==> config.mk <==
export PLATFORM = sky130hd
export DESIGN_NAME = llc_rate_throttle
export DESIGN_NICKNAME = d
export VERILOG_FILES = /design/src/rtl/llc_thr_pkg.sv /design/src/rtl/llc_interval_gauge.sv /design/src/rtl/llc_mshr_limit.sv /design/src/rtl/llc_rate_throttle.sv
export SDC_FILE = /design/constraint.sdc
export NUM_CORES = 1
export LEC_CHECK = 0
export ABC_AREA = 1
export BUFFER_PORTS_ARGS = -buffer_cell sky130_fd_sc_hd__buf_2
export CAP_MARGIN = 20
export CORE_MARGIN = 1.5
export CORE_UTILIZATION = 32
export CTS_BUF_LIST = sky130_fd_sc_hd__clkbuf_8
export CTS_CLUSTER_DIAMETER = 120
export DETAILED_ROUTE_END_ITERATION = 6
export HOLD_SLACK_MARGIN = 0.15
export PLACE_DENSITY = 0.47
export SYNTH_ARGS = -nofsm -noshare
export SYNTH_HDL_FRONTEND = slang
export SYNTH_SLANG_ARGS = --single-unit
==> constraint.sdc <==
create_clock -name clk -period 7.15 [get_ports clk]
set_clock_uncertainty 0.05 [all_clocks]
set_input_delay 1.43 -clock clk [delete_from_list [all_inputs] [get_ports clk]]
set_output_delay 1.43 -clock clk [all_outputs]
set_load 0.01 [all_outputs]
==> src/rtl/llc_thr_pkg.sv <==
package llc_thr_pkg;

    localparam int TIME_W     = 12;
    localparam int RATE_W     = 8;
    localparam int SCORE_W    = 5;
    localparam int GAUGE_MAX  = 8191;
    localparam int RATE_MAX   = (1 << RATE_W) - 1;
    localparam int LOW_SCORE  = 20;
    localparam int THR_FLOOR  = 2;
    localparam int BW_SHIFT_N = 4;   // bandwidth constant 16
    localparam int BW_SHIFT_L = 6;   // bandwidth constant 64
    // signed width that holds gauge + largest interval, plus sign
    localparam int GAUGE_W    = $clog2(GAUGE_MAX + 1 + (1 << TIME_W)) + 1;

    typedef struct packed {
        logic signed [GAUGE_W-1:0] level;
        logic [RATE_W-1:0]         rate;
        logic [TIME_W-1:0]         stamp;
    } gauge_state_t;

    // occupancy limit for a given rate, score and mode
    function automatic int limit_for(input int rate, input int score,
                                     input logic low_bw, input int top_lim);
        int sh;
        int bw;
        sh = low_bw ? BW_SHIFT_L : BW_SHIFT_N;
        bw = 1 << sh;
        if ((score > LOW_SCORE) || (rate > 2 * bw))
            return top_lim;
        else if (rate < bw)
            return THR_FLOOR;
        else
            return THR_FLOOR + (((top_lim - THR_FLOOR) * (rate - bw)) >>> sh);
    endfunction

endpackage

==> src/rtl/llc_interval_gauge.sv <==
module llc_interval_gauge
    import llc_thr_pkg::*;
(
    input  logic              clk,
    input  logic              rst,
    input  logic              access_i,
    input  logic [TIME_W-1:0] now_i,
    output logic [RATE_W-1:0] rate_o,
    output logic [RATE_W-1:0] rate_nxt_o,
    output logic              rate_step_o
);

    localparam logic signed [GAUGE_W-1:0] LEVEL_TOP = GAUGE_W'(GAUGE_MAX);

    gauge_state_t st_q, st_d;
    logic [TIME_W-1:0]         gap;
    logic signed [GAUGE_W-1:0] raw;

    always_comb begin
        gap = now_i - st_q.stamp;
        raw = st_q.level
            + $signed({{(GAUGE_W-TIME_W){1'b0}}, gap})
            - $signed({{(GAUGE_W-RATE_W){1'b0}}, st_q.rate});
        st_d = st_q;
        if (access_i) begin
            st_d.stamp = now_i;
            if (raw > LEVEL_TOP) begin
                st_d.level = LEVEL_TOP;
                if (st_q.rate != RATE_W'(RATE_MAX))
                    st_d.rate = st_q.rate + 1'b1;
            end else if (raw < 0) begin
                st_d.level = '0;
                if (st_q.rate != '0)
                    st_d.rate = st_q.rate - 1'b1;
            end else begin
                st_d.level = raw;
            end
        end
    end

    always_ff @(posedge clk) begin
        if (rst) st_q <= '0;
        else     st_q <= st_d;
    end

    assign rate_o      = st_q.rate;
    assign rate_nxt_o  = st_d.rate;
    assign rate_step_o = (st_d.rate != st_q.rate);

endmodule

==> src/rtl/llc_mshr_limit.sv <==
module llc_mshr_limit
    import llc_thr_pkg::*;
#(
    parameter int MSHR_COUNT = 16,
    localparam int LIM_TOP   = MSHR_COUNT - 4,
    localparam int LIM_W     = $clog2(LIM_TOP + 1)
) (
    input  logic               clk,
    input  logic               rst,
    input  logic [RATE_W-1:0]  rate_nxt_i,
    input  logic               rate_step_i,
    input  logic               score_valid_i,
    input  logic [SCORE_W-1:0] score_i,
    input  logic               low_bw_i,
    output logic [LIM_W-1:0]   limit_o
);

    logic [SCORE_W-1:0] score_q, score_use;
    logic [LIM_W-1:0]   limit_q, limit_calc;
    logic               refresh;

    always_comb begin
        score_use  = score_valid_i ? score_i : score_q;
        refresh    = rate_step_i | score_valid_i;
        limit_calc = LIM_W'(limit_for(int'(rate_nxt_i), int'(score_use),
                                      low_bw_i, LIM_TOP));
    end

    always_ff @(posedge clk) begin
        if (rst) begin
            score_q <= '0;
            limit_q <= LIM_W'(LIM_TOP);
        end else begin
            if (score_valid_i) score_q <= score_i;
            if (refresh)       limit_q <= limit_calc;
        end
    end

    assign limit_o = limit_q;

endmodule

==> src/rtl/llc_rate_throttle.sv <==
module llc_rate_throttle
    import llc_thr_pkg::*;
#(
    parameter int MSHR_COUNT = 16
) (
    input  logic                               clk,
    input  logic                               rst,
    input  logic [TIME_W-1:0]                  cycle_now,
    input  logic                               access_i,
    input  logic                               score_valid_i,
    input  logic [SCORE_W-1:0]                 score_i,
    input  logic                               low_bw_i,
    output logic [RATE_W-1:0]                  rate_o,
    output logic [$clog2(MSHR_COUNT-3)-1:0]    threshold_o
);

    logic [RATE_W-1:0] rate_nxt;
    logic              rate_step;

    llc_interval_gauge u_gauge (
        .clk         (clk),
        .rst         (rst),
        .access_i    (access_i),
        .now_i       (cycle_now),
        .rate_o      (rate_o),
        .rate_nxt_o  (rate_nxt),
        .rate_step_o (rate_step)
    );

    llc_mshr_limit #(.MSHR_COUNT(MSHR_COUNT)) u_limit (
        .clk           (clk),
        .rst           (rst),
        .rate_nxt_i    (rate_nxt),
        .rate_step_i   (rate_step),
        .score_valid_i (score_valid_i),
        .score_i       (score_i),
        .low_bw_i      (low_bw_i),
        .limit_o       (threshold_o)
    );

endmodule

After elaboration in Yosys (flattened, before gate mapping)
Cells that the tools add are included.
{"block": "word_totals", "ff_bits": 44, "input_bits": 22, "out_inout_bits": 12, "wordCells": 35}
{"block": "classes", "n_addsub": 7, "mul": 1, "n_lt_le_gt_ge": 5, "n_eq_ne": 2, "n_shift": 2, "mux": 10, "bitwise_logic": 1, "reduce_logical": 2}
{"cell": "9-bit by 32-bit greater-than comparator with 1-bit output", "n": 1}
{"cell": "9-bit by 32-bit < comparator with 1-bit output", "n": 1}
{"cell": "4-bit by 32-bit multiplier with 31-bit output, first input constant", "n": 1}
{"cell": "1-bit by 32-bit left shift with 32-bit output, first input constant", "n": 1}
{"cell": "32-bit by 32-bit >>> shifter with 4-bit output", "n": 1}
{"cell": "9-bit by 32-bit subtractor with 32-bit output", "n": 1}
{"cell": "8-bit two-way mux", "n": 3}
{"cell": "23-bit two-way mux", "n": 1}
{"cell": "20-bit two-way mux", "n": 1}
{"cell": "15-bit by 13-bit adder with 15-bit output", "n": 1}
{"cell": "15-bit by 14-bit greater-than comparator with 1-bit output, second input constant", "n": 1}
{"cell": "15-bit by 1-bit < comparator with 1-bit output, second input constant", "n": 1}
{"cell": "15-bit two-way mux", "n": 1}
{"cell": "15-bit by 9-bit subtractor with 15-bit output", "n": 1}
{"cell": "12-bit subtractor", "n": 1}
{"cell": "8-bit by 1-bit adder with 8-bit output, second input constant", "n": 1}
{"cell": "4-bit two-way mux", "n": 2}
{"cell": "8-bit inequality test", "n": 1}
{"cell": "8-bit inequality test, second input constant", "n": 1}
{"cell": "8-bit nonzero test", "n": 1}
{"cell": "8-bit by 1-bit subtractor with 8-bit output, second input constant", "n": 1}
{"cell": "5-bit greater-than comparator, second input constant", "n": 1}
{"cell": "5-bit two-way mux", "n": 1}
{"cell": "3-bit by 4-bit adder with 4-bit output, first input constant", "n": 1}
{"cell": "3 further kinds", "n": 3}

Logic depth before layout (Yosys ltp)
Gate-level depths: netlist (run 1).
{"block": "depth", "depth_word": 13, "mapped_depth": 59, "mapped_depth_nobuf": 58}

Cells and area by module
A second synthesis (run 1) with hierarchy kept.
{"block": "unflattened", "cells_unflattened": 647, "area_unflattened_um2": 4413.0}
{"module": "llc_interval_gauge", "n_inst": 1, "cells_each": 506, "area_per_inst_um2": 3434.5, "seq_area_each_um2": 680.7}
{"module": "llc_mshr_limit", "n_inst": 1, "cells_each": 141, "area_per_inst_um2": 978.4, "seq_area_each_um2": 180.2}

Worst setup path before layout (run 1)
Ideal clock, no wire load.
{"block": "synth_path", "kind": "input to register", "startpoint": "input port cycle_now[0]", "endpoint": "register u_limit.limit_q[3], in the netlist u_limit.limit_o[3]", "setup_ns": 0.112, "t_arrival_ns": 7.076, "required_ns": 6.988, "path_slack_ns": -0.088, "path_stages": 56, "n_path_buf": 1, "cell_sequence": "inv_1 ha_1 inv_1 fa_1 nand3_1 nand2_1 a21oi_1 o21bai_1 a21oi_1 o21ai_0 nand2_1 nand2_1 a21oi_1 xor2_1 ha_1 inv_1 ha_1 nand2_1 (+20 left out) inv_1 nor2_1 nor2_1 inv_1 a21oi_1 inv_1 nand4_1 nand2_1 inv_1 nand2_1 nand2_1 nand2_1 nand2_1 nand2_1 nand3_1 nand2_1 nand2_1 nand2_1"}
{"block": "synth_via", "elab_chain_cells": 13, "word_cells_on_any_way": 19, "cone_classes": "5 x add/sub; 1 x mul; 4 x order compare; 1 x eq/ne; 1 x shift; 5 x mux; 1 x bitwise; 1 x reduce/logical"}
{"item": "from (decl)", "line_no": "llc_rate_throttle.sv:8", "source": "input logic [TIME_W-1:0] cycle_now,"}
{"item": "12-bit subtractor *", "line_no": "llc_interval_gauge.sv:20", "source": "gap = now_i - st_q.stamp;"}
{"item": "15-bit by 13-bit adder with 15-bit output *", "line_no": "llc_interval_gauge.sv:22", "source": "+ $signed({{(GAUGE_W-TIME_W){1'b0}}, gap})"}
{"item": "15-bit by 9-bit subtractor with 15-bit output *", "line_no": "llc_interval_gauge.sv:23", "source": "- $signed({{(GAUGE_W-RATE_W){1'b0}}, st_q.rate});"}
{"item": "15-bit by 1-bit < comparator with 1-bit output", "line_no": "llc_interval_gauge.sv:31", "source": "end else if (raw < 0) begin"}
{"item": "8-bit two-way mux", "line_no": "llc_interval_gauge.sv:31"}
{"item": "23-bit two-way mux *", "line_no": "llc_interval_gauge.sv:27", "source": "if (raw > LEVEL_TOP) begin"}
{"item": "20-bit two-way mux *", "line_no": "llc_interval_gauge.sv:25", "source": "if (access_i) begin"}
{"item": "named net rate_nxt[6]", "line_no": "llc_rate_throttle.sv:17", "source": "logic [RATE_W-1:0] rate_nxt;"}
{"item": "9-bit by 32-bit subtractor with 32-bit output", "line_no": "llc_thr_pkg.sv:33", "source": "return THR_FLOOR + (((top_lim - THR_FLOOR) * (rate - bw)) >>> sh);"}
{"item": "4-bit by 32-bit multiplier with 31-bit output", "line_no": "llc_thr_pkg.sv:33"}
{"item": "32-bit by 32-bit >>> shifter with 4-bit output", "line_no": "llc_thr_pkg.sv:33"}
{"item": "3-bit by 4-bit adder with 4-bit output", "line_no": "llc_thr_pkg.sv:33"}
{"item": "4-bit two-way mux", "line_no": "llc_thr_pkg.sv:30", "source": "else if (rate < bw)"}
{"item": "4-bit two-way mux", "line_no": "llc_thr_pkg.sv:28", "source": "if ((score > LOW_SCORE) || (rate > 2 * bw))"}
{"item": "to (signal assigned)", "line_no": "llc_mshr_limit.sv:32", "source": "limit_q <= LIM_W'(LIM_TOP);"}
{"item": "to (signal assigned)", "line_no": "llc_mshr_limit.sv:35", "source": "if (refresh) limit_q <= limit_calc;"}
{"item": "to (decl)", "line_no": "llc_mshr_limit.sv:19", "source": "logic [LIM_W-1:0] limit_q, limit_calc;"}
The timed path passes the listed nets; every way through them passes the cells marked *.
A chain may end at the register's enable or synchronous reset.

Worst setup path in the final report (run 1)
{"block": "layout_path", "startpoint": "input port cycle_now[0]", "endpoint": "register u_gauge.st_q[32] (netlist name)"}
{"block": "layout_via", "elab_chain_cells": 6, "word_cells_on_any_way": 7, "cone_classes": "3 x add/sub; 2 x order compare; 2 x mux"}
{"item": "12-bit subtractor *", "line_no": "llc_interval_gauge.sv:20"}
{"item": "15-bit by 13-bit adder with 15-bit output *", "line_no": "llc_interval_gauge.sv:22"}
{"item": "15-bit by 9-bit subtractor with 15-bit output *", "line_no": "llc_interval_gauge.sv:23"}
{"item": "15-bit by 1-bit < comparator with 1-bit output", "line_no": "llc_interval_gauge.sv:31"}
{"item": "15-bit two-way mux", "line_no": "llc_interval_gauge.sv:31"}
{"item": "23-bit two-way mux *", "line_no": "llc_interval_gauge.sv:27"}
{"item": "to (signal assigned)", "line_no": "llc_interval_gauge.sv:43", "source": "else st_q <= st_d;"}
{"item": "to (decl)", "line_no": "llc_interval_gauge.sv:15", "source": "gauge_state_t st_q, st_d;"}
Mark *: on every way between the ends. The rest lies on a longest branch, timed or not.

==> out/metrics.csv, run 1 <==
metric,value,unit
status,finished with violations,
violated checks,setup timing,
Compound-Gate Fraction of Synth Area,0.1675,
Layout Nets,799,
worst path bufs/invs,30,
share of post-route cells with drive strength above 1,0.3357,
Port Buffers,33,
Die Height,115.6,um
largest family of logic cells by synthesized area,simple AND/OR/NAND/NOR gates,
Via density,4.606,
Synth Warn #,0,
Site Rows,40,
M1 WL,5778,um
Critical Path AT,7.40,ns
gr ovfl total,0,
initial antenna violation count,0,
critical path class,in2reg,
cts bufs inserted,5,
Skew-Pair Late Insertion Delay,0.31,ns
cell mode on critical path,buf_4,
Synth area leader,dfxtp_1,
Fmax,0.1392,GHz
DR top layer,met4,
DR iter-0 viols,172,
post-synthesis sequential area ratio,0.2122,
WL met3,261,um
Synth Area in XOR/XNOR,0.05182,
fillcell total,1258,
"antenna viol nets, final",0,
Via Count,4081,
# H-tree levels,2,
Placed Cells,835,
Hold Path Class,reg2reg,
crit end category,flop,
"commonest non-fill, non-tap cells in the layout","buf_4, inv_1, nand2_1",
Final Cycle Share,1.004,
RSZ-0062 raised after global routing,true,
CP max stage delay,0.39,ns
vias in the first global route,4102,
Max-cap violations,0,
clock sink count,43,
CTS tree,done,
Area contributors post-synth,"dfxtp_1, ha_1, inv_1",
CTS max path bufs,2,
Synth top area share,0.2122,
Layout area overhead,40.35,%
largest net degree at the start of global routing,28,
wire per inst,12.98,um
starting density of the core,0.3322,
Worst-path clk slew,0.09,ns
Syn Area/Cell,6.887,sq um
DR WL met2,5267,um
Die X,115.6,um
total core area,12210,sq um
Detailed Route WL,11500,um
minimum clock period,7.182,ns
antenna fix cells,0,
Setup Viol. Count Final,1,
global-route wire length before repair,19270,um
Crit-path slowest cell,fa_2,
Post-Synthesis Cells,589,
post-synthesis adder-cell area fraction,0.2036,
synth unique cells,42,
Pre-Repair DR Iteration Count,4,
CP Launch Type,input pin,
io pins,34,
Slew headroom,0.4190,
Hold Fails Final Rpt,0,
Die Area,13360,sq um
GRT Resource Usage Total,0.1809,
slew at the pin with the worst max-slew slack,0.8705,ns
Critical Path RT,7.36,ns
max-slew violation count,0,
"delay-heaviest family, CP",buffers and inverters,
Post-Synth Simple-Gate Area,0.2131,
CP max FO,4,
Post-Syn Area,4056,sq um
syn nets,671,
gp weighted congestion,0.8192,
Residual DRC,0,
fin worst setup slack,-0.03155,ns
Yosys reg bits,43,
"commonest non-fill, non-tap cell in the layout",buf_4,
final instance count without filler cells,886,
HPWL after DPL,8055,um
mux share of post-synthesis cell area,0.01234,
Root Buffer,clkbuf_8,
## layer usage
metal / vias up / global-route usage
li1: 2151 / -
met1: 1869 / 0.2500
met2: 48 / 0.2970
met3: 13 / 0.02197
met4: 0 / 0.05185
met5: - / 0
## final cells by class
type	count	area, sq um	share of cell area
Inverter	112	422.9	0.07429
Multi-Input combinational cell	410	3089	0.5426
Sequential cell	43	860.8	0.1512
Clock inverter	3	16.27	0.002857
Clock buffer	5	68.82	0.01209
Tap cell	168	210.2	0.03692
Timing Repair Buffer	145	1025	0.1800
## sequential cells by signal, summed over array words and instances (netlist names)
| name | cells |
|---|---|
| u_gauge.st_q | 26 |
| u_gauge.rate_o | 8 |
| u_limit.score_q | 5 |
| u_limit.limit_o | 4 |
## stage by stage
stage | area (sq um) | setup TNS [ns] | util | hold WS, ns | worst slack (ns)
after CTS | 5405 | -0.01279 | 0.4426 | 0.4183 | -0.01279
final | 5693 | -0.03155 | 0.4662 | 0.4137 | -0.03155
after floorplan | 4098 | 0 | - | 0.3783 | 0.006534
after detailed placement | 4846 | -1.414 | 0.3968 | 0.4049 | -0.5619
after global placement | 4846 | -1.333 | 0.3968 | 0.3979 | -0.5288
after global routing | 5693 | -1.300 | 0.4662 | 0.4379 | -0.4438
## kinds of logic (layout without fill, tap and decap cells)
group                      Yosys count  after routing
buffers and inverters              136            265
xor gates and xnor gates            24             24
DFF                                 43             43
muxes                                5              5
and+or+nand+nor                    203            203
AOI/OAI and AO/OA                  118            118
adders and majority gates           60             60
## cells in the mapped netlist
library cell and instances:
mux2i_1 5, inv_1 109, inv_2 1, o21ai_0 37
o31ai_1 1, a21oi_2 1, xnor2_1 3, a21o_1 1
buf_1 1, or2_2 1, o221ai_1 10, fa_1 10
nor2_1 46, a22oi_2 1, clkbuf_1 10, buf_6 3
nor2_2 2, buf_4 8, nor3b_1 1, or2_0 1
and2_1 2, xor2_1 21, o21bai_1 5, buf_2 1
a31o_2 2, nor3_1 2, nand2_2 4, nand3b_1 2
nand2_1 102, nand3_1 33, a31oi_1 5, clkbuf_2 1
nand4_1 5, or2_1 1, o21ai_2 1, o21ai_1 5
a21oi_1 47, o211ai_1 2, clkinv_1 2, ha_1 50
nand2_4 1, dfxtp_1 43
## worst reg2reg max path, delay by kind of cell, from the launching register on
family	cells	cell delay, ns
xor+xnor	1	0.21
simple gates	4	0.32
buf+inv	29	3.31
fa+ha+maj	3	0.82
compound gates	10	1.29
flops	1	0.31
## final timing paths
| check | start | endpoint | slack, ns | cells past startpoint |
|---|---|---|---|---|
| worst max-delay path | cycle_now[0] | u_gauge.st_q[32]$_SDFFE_PP0P_ | -0.03 | 50 |
| worst min-delay path | u_gauge.st_q[3]$_SDFFE_PP0P_ | u_gauge.st_q[3]$_SDFFE_PP0P_ | 0.41 | 2 |
| worst max register to register | u_gauge.st_q[1]$_SDFFE_PP0P_ | u_gauge.st_q[32]$_SDFFE_PP0P_ | 0.79 | 47 |
| worst min register to register | u_gauge.st_q[3]$_SDFFE_PP0P_ | u_gauge.st_q[3]$_SDFFE_PP0P_ | 0.41 | 2 |
## timing repair
item / in CTS / in global routing
pin swaps: 42 / 39
resized for setup: 43 / 49
hold buffers: 0 / 0
endpoints found under the setup margin: 3 / 5
gates cloned: 0 / 0
buffers inserted: 34 / 9
Power of run 1 is not shown: default switching activity piles up to over one toggle a cycle in this logic, so the estimate is an artifact.
==> inputs of run 2 (changes only) <==
==> constraint.sdc (replaced) <==
create_clock -name clk -period 7.15 [get_ports clk]
set_clock_uncertainty 0.05 [all_clocks]
set_input_delay 0.715 -clock clk [delete_from_list [all_inputs] [get_ports clk]]
set_output_delay 0.715 -clock clk [all_outputs]
set_load 0.01 [all_outputs]
==> out/metrics.csv, run 2 (synthesis results as in run 1) <==
metric,value,unit
status,"finished, final reports clean",
GRT Max-Usage Layer,met2,
Worst-path clk slew,0.09,ns
starting density of the core,0.3322,
max-slew violation count,0,
io pins,34,
Final Instance Area,4989,sq um
Final Cycle Share,0.9132,
Layout Nets,737,
minimum clock period,6.529,ns
wire per inst,12.54,um
GRT Resource Usage Total,0.1633,
vias in the first global route,3637,
Layout area overhead,22.98,%
HPWL after DPL,7989,um
CP Launch Type,input pin,
DR iter-0 viols,157,
Crit-path slowest cell,fa_2,
CP max FO,5,
Fmax,0.1532,GHz
Detailed Route WL,10340,um
Die Area,13360,sq um
GR Util met2,0.2675,
Site Rows,40,
"delay-heaviest family, CP",adder cells,
Root Buffer,clkbuf_8,
Skew-Pair Late Insertion Delay,0.31,ns
gr ovfl total,0,
pre-CTS setup slack,-0.04806,ns
antenna fix cells,0,
gp weighted congestion,0.8163,
Port Buffers,33,
setup TNS,0,ns
Hold Fails Final Rpt,0,
Via Count,3834,
Area after DPL,4624,sq um
cts bufs inserted,5,
"commonest non-fill, non-tap cell in the layout",inv_1,
Critical Path RT,7.26,ns
global-route wire length before repair,17310,um
Pre-Repair DR Iteration Count,4,
largest net degree at the start of global routing,29,
# H-tree levels,2,
CP max stage delay,0.34,ns
CTS max path bufs,2,
max reg flops,26,
clock sink count,43,
slew at the pin with the worst max-slew slack,0.8752,ns
total core area,12210,sq um
CTS tree,done,
"commonest non-fill, non-tap cells in the layout","inv_1, nand2_1, buf_4",
Residual DRC,0,
Critical Path AT,6.64,ns
RSZ-0062 raised after global routing,true,
Die X,115.6,um
Die Height,115.6,um
critical path class,in2reg,
crit end category,flop,
Setup Viol. Count Final,0,
Slew headroom,0.4159,
met3 Track Usage GR,0.02406,
"antenna viol nets, final",0,
Largest Register,u_gauge.st_q,
fin worst setup slack,0.6208,ns
worst path bufs/invs,11,
Max-cap violations,0,
met1 GRT Util,0.2276,
share of post-route cells with drive strength above 1,0.1966,
Via density,4.653,
initial antenna violation count,0,
cell mode on critical path,nand2_1,
Hold Path Class,reg2reg,
==> run 2: cell types whose count changed in the layout (fill, tap and decap cells not counted), moves of 6 or more <==
cell | before | now
inv_1 | 97 | 109
ha_4 | 17 | 9
a21oi_1 | 36 | 42
nand2_1 | 90 | 102
nand2_2 | 13 | 4
buf_4 | 112 | 50
inv_2 | 13 | 2
ha_1 | 31 | 41
==> run 2: final timing paths <==
kind | depth (start not counted) | from | endpoint | slack (ns)
max reg2reg | 43 | u_gauge.st_q[1]$_SDFFE_PP0P_ | u_limit.limit_o[2]$_SDFFE_PP1P_ | 0.80
max | 48 | cycle_now[0] | u_limit.limit_o[2]$_SDFFE_PP1P_ | 0.62
min reg2reg | 2 | u_gauge.st_q[8]$_SDFFE_PP0P_ | u_gauge.st_q[8]$_SDFFE_PP0P_ | 0.41
min | 2 | u_gauge.st_q[8]$_SDFFE_PP0P_ | u_gauge.st_q[8]$_SDFFE_PP0P_ | 0.41
==> run 2: worst reg2reg max path: cells and delay by family, from the launching register on <==
kind / cells / cell delay (ns)
flip-flops: 1 / 0.32
buffers and inverters: 8 / 0.76
XOR/XNOR: 3 / 0.43
adder cells (fa/ha/maj): 7 / 1.89
AND/OR/NAND/NOR: 11 / 0.90
AO/OA/AOI/OAI: 14 / 1.84
==> run 2: what timing repair did <==
| action | 4_1_cts | 5_1_grt |
|---|---|---|
| gates resized for setup | 0 | 30 |
| hold buffers | 0 | 0 |
| setup endpoints to repair | 0 | 3 |
| setup buffers | 0 | 5 |
==> run 2: stage by stage <==
stage	hold WS [ns]	util	std cells
after floorplan	0.3783	-	589
after global placement	0.3940	0.3787	811
after detailed placement	0.4042	0.3787	811
after CTS	0.4190	0.3895	819
after global routing	0.4370	0.4085	824
final	0.4134	0.4085	824
==> run 2: routing by layer <==
layer,vias up,wire [um]
li1,2022,-
met1,1744,5188
met2,61,4724
met3,7,321
met4,0,102
met5,-,0
==> run 2: cell type report <==
type	instances	area [sq um]
multi-input combinational	410	2824
fill	1308	7223
tap	168	210.2
clock buffer	5	68.82
sequential	43	860.8
inverter	112	420.4
clock inverter	3	63.81
timing repair buffer	83	540.5
Power of run 2 is left out for the same reason.
==> inputs of run 3 (changes only) <==
- CTS_BUF_LIST: sky130_fd_sc_hd__clkbuf_8 -> not set
==> out/metrics.csv, run 3 (synthesis results as in run 1) <==
metric,value,unit
status,"finished, final reports clean",
slew at the pin with the worst max-slew slack,0.8706,ns
Worst Hold End,u_gauge.st_q[8]$_SDFFE_PP0P_,
Site Rows,40,
Hold Fails Final Rpt,0,
vias in the first global route,3644,
Slew headroom,0.4189,
initial antenna violation count,0,
CP max stage delay,0.34,ns
met1 GRT Util,0.2276,
share of post-route cells with drive strength above 1,0.1966,
HPWL after DPL,7989,um
wire per inst,12.51,um
Largest Register,u_gauge.st_q,
Skew-Pair Late Insertion Delay,0.29,ns
Layout Nets,737,
CP Launch Point,cycle_now[0],
clock sink count,43,
Hold Path Class,reg2reg,
Crit-path slowest cell,fa_2,
Critical Path RT,7.23,ns
Port Buffers,33,
Root Buffer,clkbuf_16,
CP Launch Type,input pin,
Die X,115.6,um
met3 Track Usage GR,0.02249,
CP max FO,5,
RSZ-0062 raised after global routing,true,
cts bufs inserted,5,
max reg flops,26,
io pins,34,
Reg2Reg Depth,43,
minimum clock period,6.554,ns
"commonest non-fill, non-tap cells in the layout","inv_1, nand2_1, buf_4",
Via density,4.664,
crit end category,flop,
antenna fix cells,0,
Residual DRC,0,
largest net degree at the start of global routing,29,
Critical Path AT,6.64,ns
Hold Slack,0.4098,ns
total core area,12210,sq um
GR Util met2,0.2679,
GRT Max-Usage Layer,met2,
Hold Path Depth,2,
"antenna viol nets, final",0,
Die Height,115.6,um
max-slew violation count,0,
CTS max path bufs,2,
global-route wire length before repair,17360,um
Fmax,0.1526,GHz
GRT Resource Usage Total,0.1638,
Detailed Route WL,10310,um
starting density of the core,0.3322,
fillcell total,1300,
gr ovfl total,0,
Final Cycle Share,0.9167,
Worst-path clk slew,0.06,ns
Via Count,3843,
critical path class,in2reg,
cell mode on critical path,nand2_1,
DR iter-0 viols,135,
"commonest non-fill, non-tap cell in the layout",inv_1,
Die Area,13360,sq um
Hold Crit Start,u_gauge.st_q[8]$_SDFFE_PP0P_,
Setup Viol. Count Final,0,
reg2reg setup slack,0.81,ns
# H-tree levels,2,
Pre-Repair DR Iteration Count,4,
CTS tree,done,
Max-cap violations,0,
gp weighted congestion,0.8163,
FF-to-FF Start,u_gauge.st_q[1]$_SDFFE_PP0P_,
Layout area overhead,24.37,%
FF-to-FF End,u_limit.limit_o[2]$_SDFFE_PP1P_,
-- run 3: critical path, delay by kind of cell --
kind	cells	cell delay (ns)
adders and majority gates	7	1.96
xor gates and xnor gates	2	0.26
buffers and inverters	11	0.94
AOI/OAI and AO/OA	10	1.36
and+or+nand+nor	18	1.42
-- run 3: worst max-delay path by stage --
stage                                 endpoint  slack (ns)
4_1_cts        u_limit.limit_o[3]$_SDFFE_PP1P_        0.23
6_report       u_limit.limit_o[2]$_SDFFE_PP1P_        0.60
2_1_floorplan  u_limit.limit_o[3]$_SDFFE_PP1P_        0.63
5_1_grt        u_limit.limit_o[3]$_SDFFE_PP1P_       -0.11
3_3_place_gp   u_limit.limit_o[2]$_SDFFE_PP1P_       -0.05
3_5_place_dp   u_limit.limit_o[3]$_SDFFE_PP1P_       -0.05
-- run 3: layout make-up --
class	count	area, sq um	share of cell area
inverter	112	420.4	0.08333
clock inverter	2	60.06	0.01190
tap	168	210.2	0.04167
clock buffer	6	128.9	0.02555
sequential	43	860.8	0.1706
multi-input combinational	410	2824	0.5598
timing repair buffer	83	540.5	0.1071
-- run 3: per-layer routing --
metal | wire length (um) | up-vias
li1 | - | 2028
met4 | 106 | 0
met3 | 287 | 7
met1 | 5183 | 1758
met2 | 4732 | 50
met5 | 0 | -
-- run 3: through the flow --
stage	setup WS (ns)	TNS (ns)	cell area [sq um]	instances	utilization
3_3_place_gp	-0.05332	-0.06936	4624	811	0.3787
4_1_cts	0.2277	0	4813	819	0.3942
3_5_place_dp	-0.04806	-0.07143	4624	811	0.3787
5_1_grt	-0.1059	-0.1320	5045	824	0.4131
2_1_floorplan	0.6271	0	4056	589	-
6_report	0.5958	0	5045	824	0.4131
-- run 3: what timing repair did --
item | CTS | global route
buffers inserted | 0 | 5
resized for setup | 0 | 30
hold buffers | 0 | 0
setup endpoints to repair | 0 | 3
Power of run 3 is left out for the same reason.
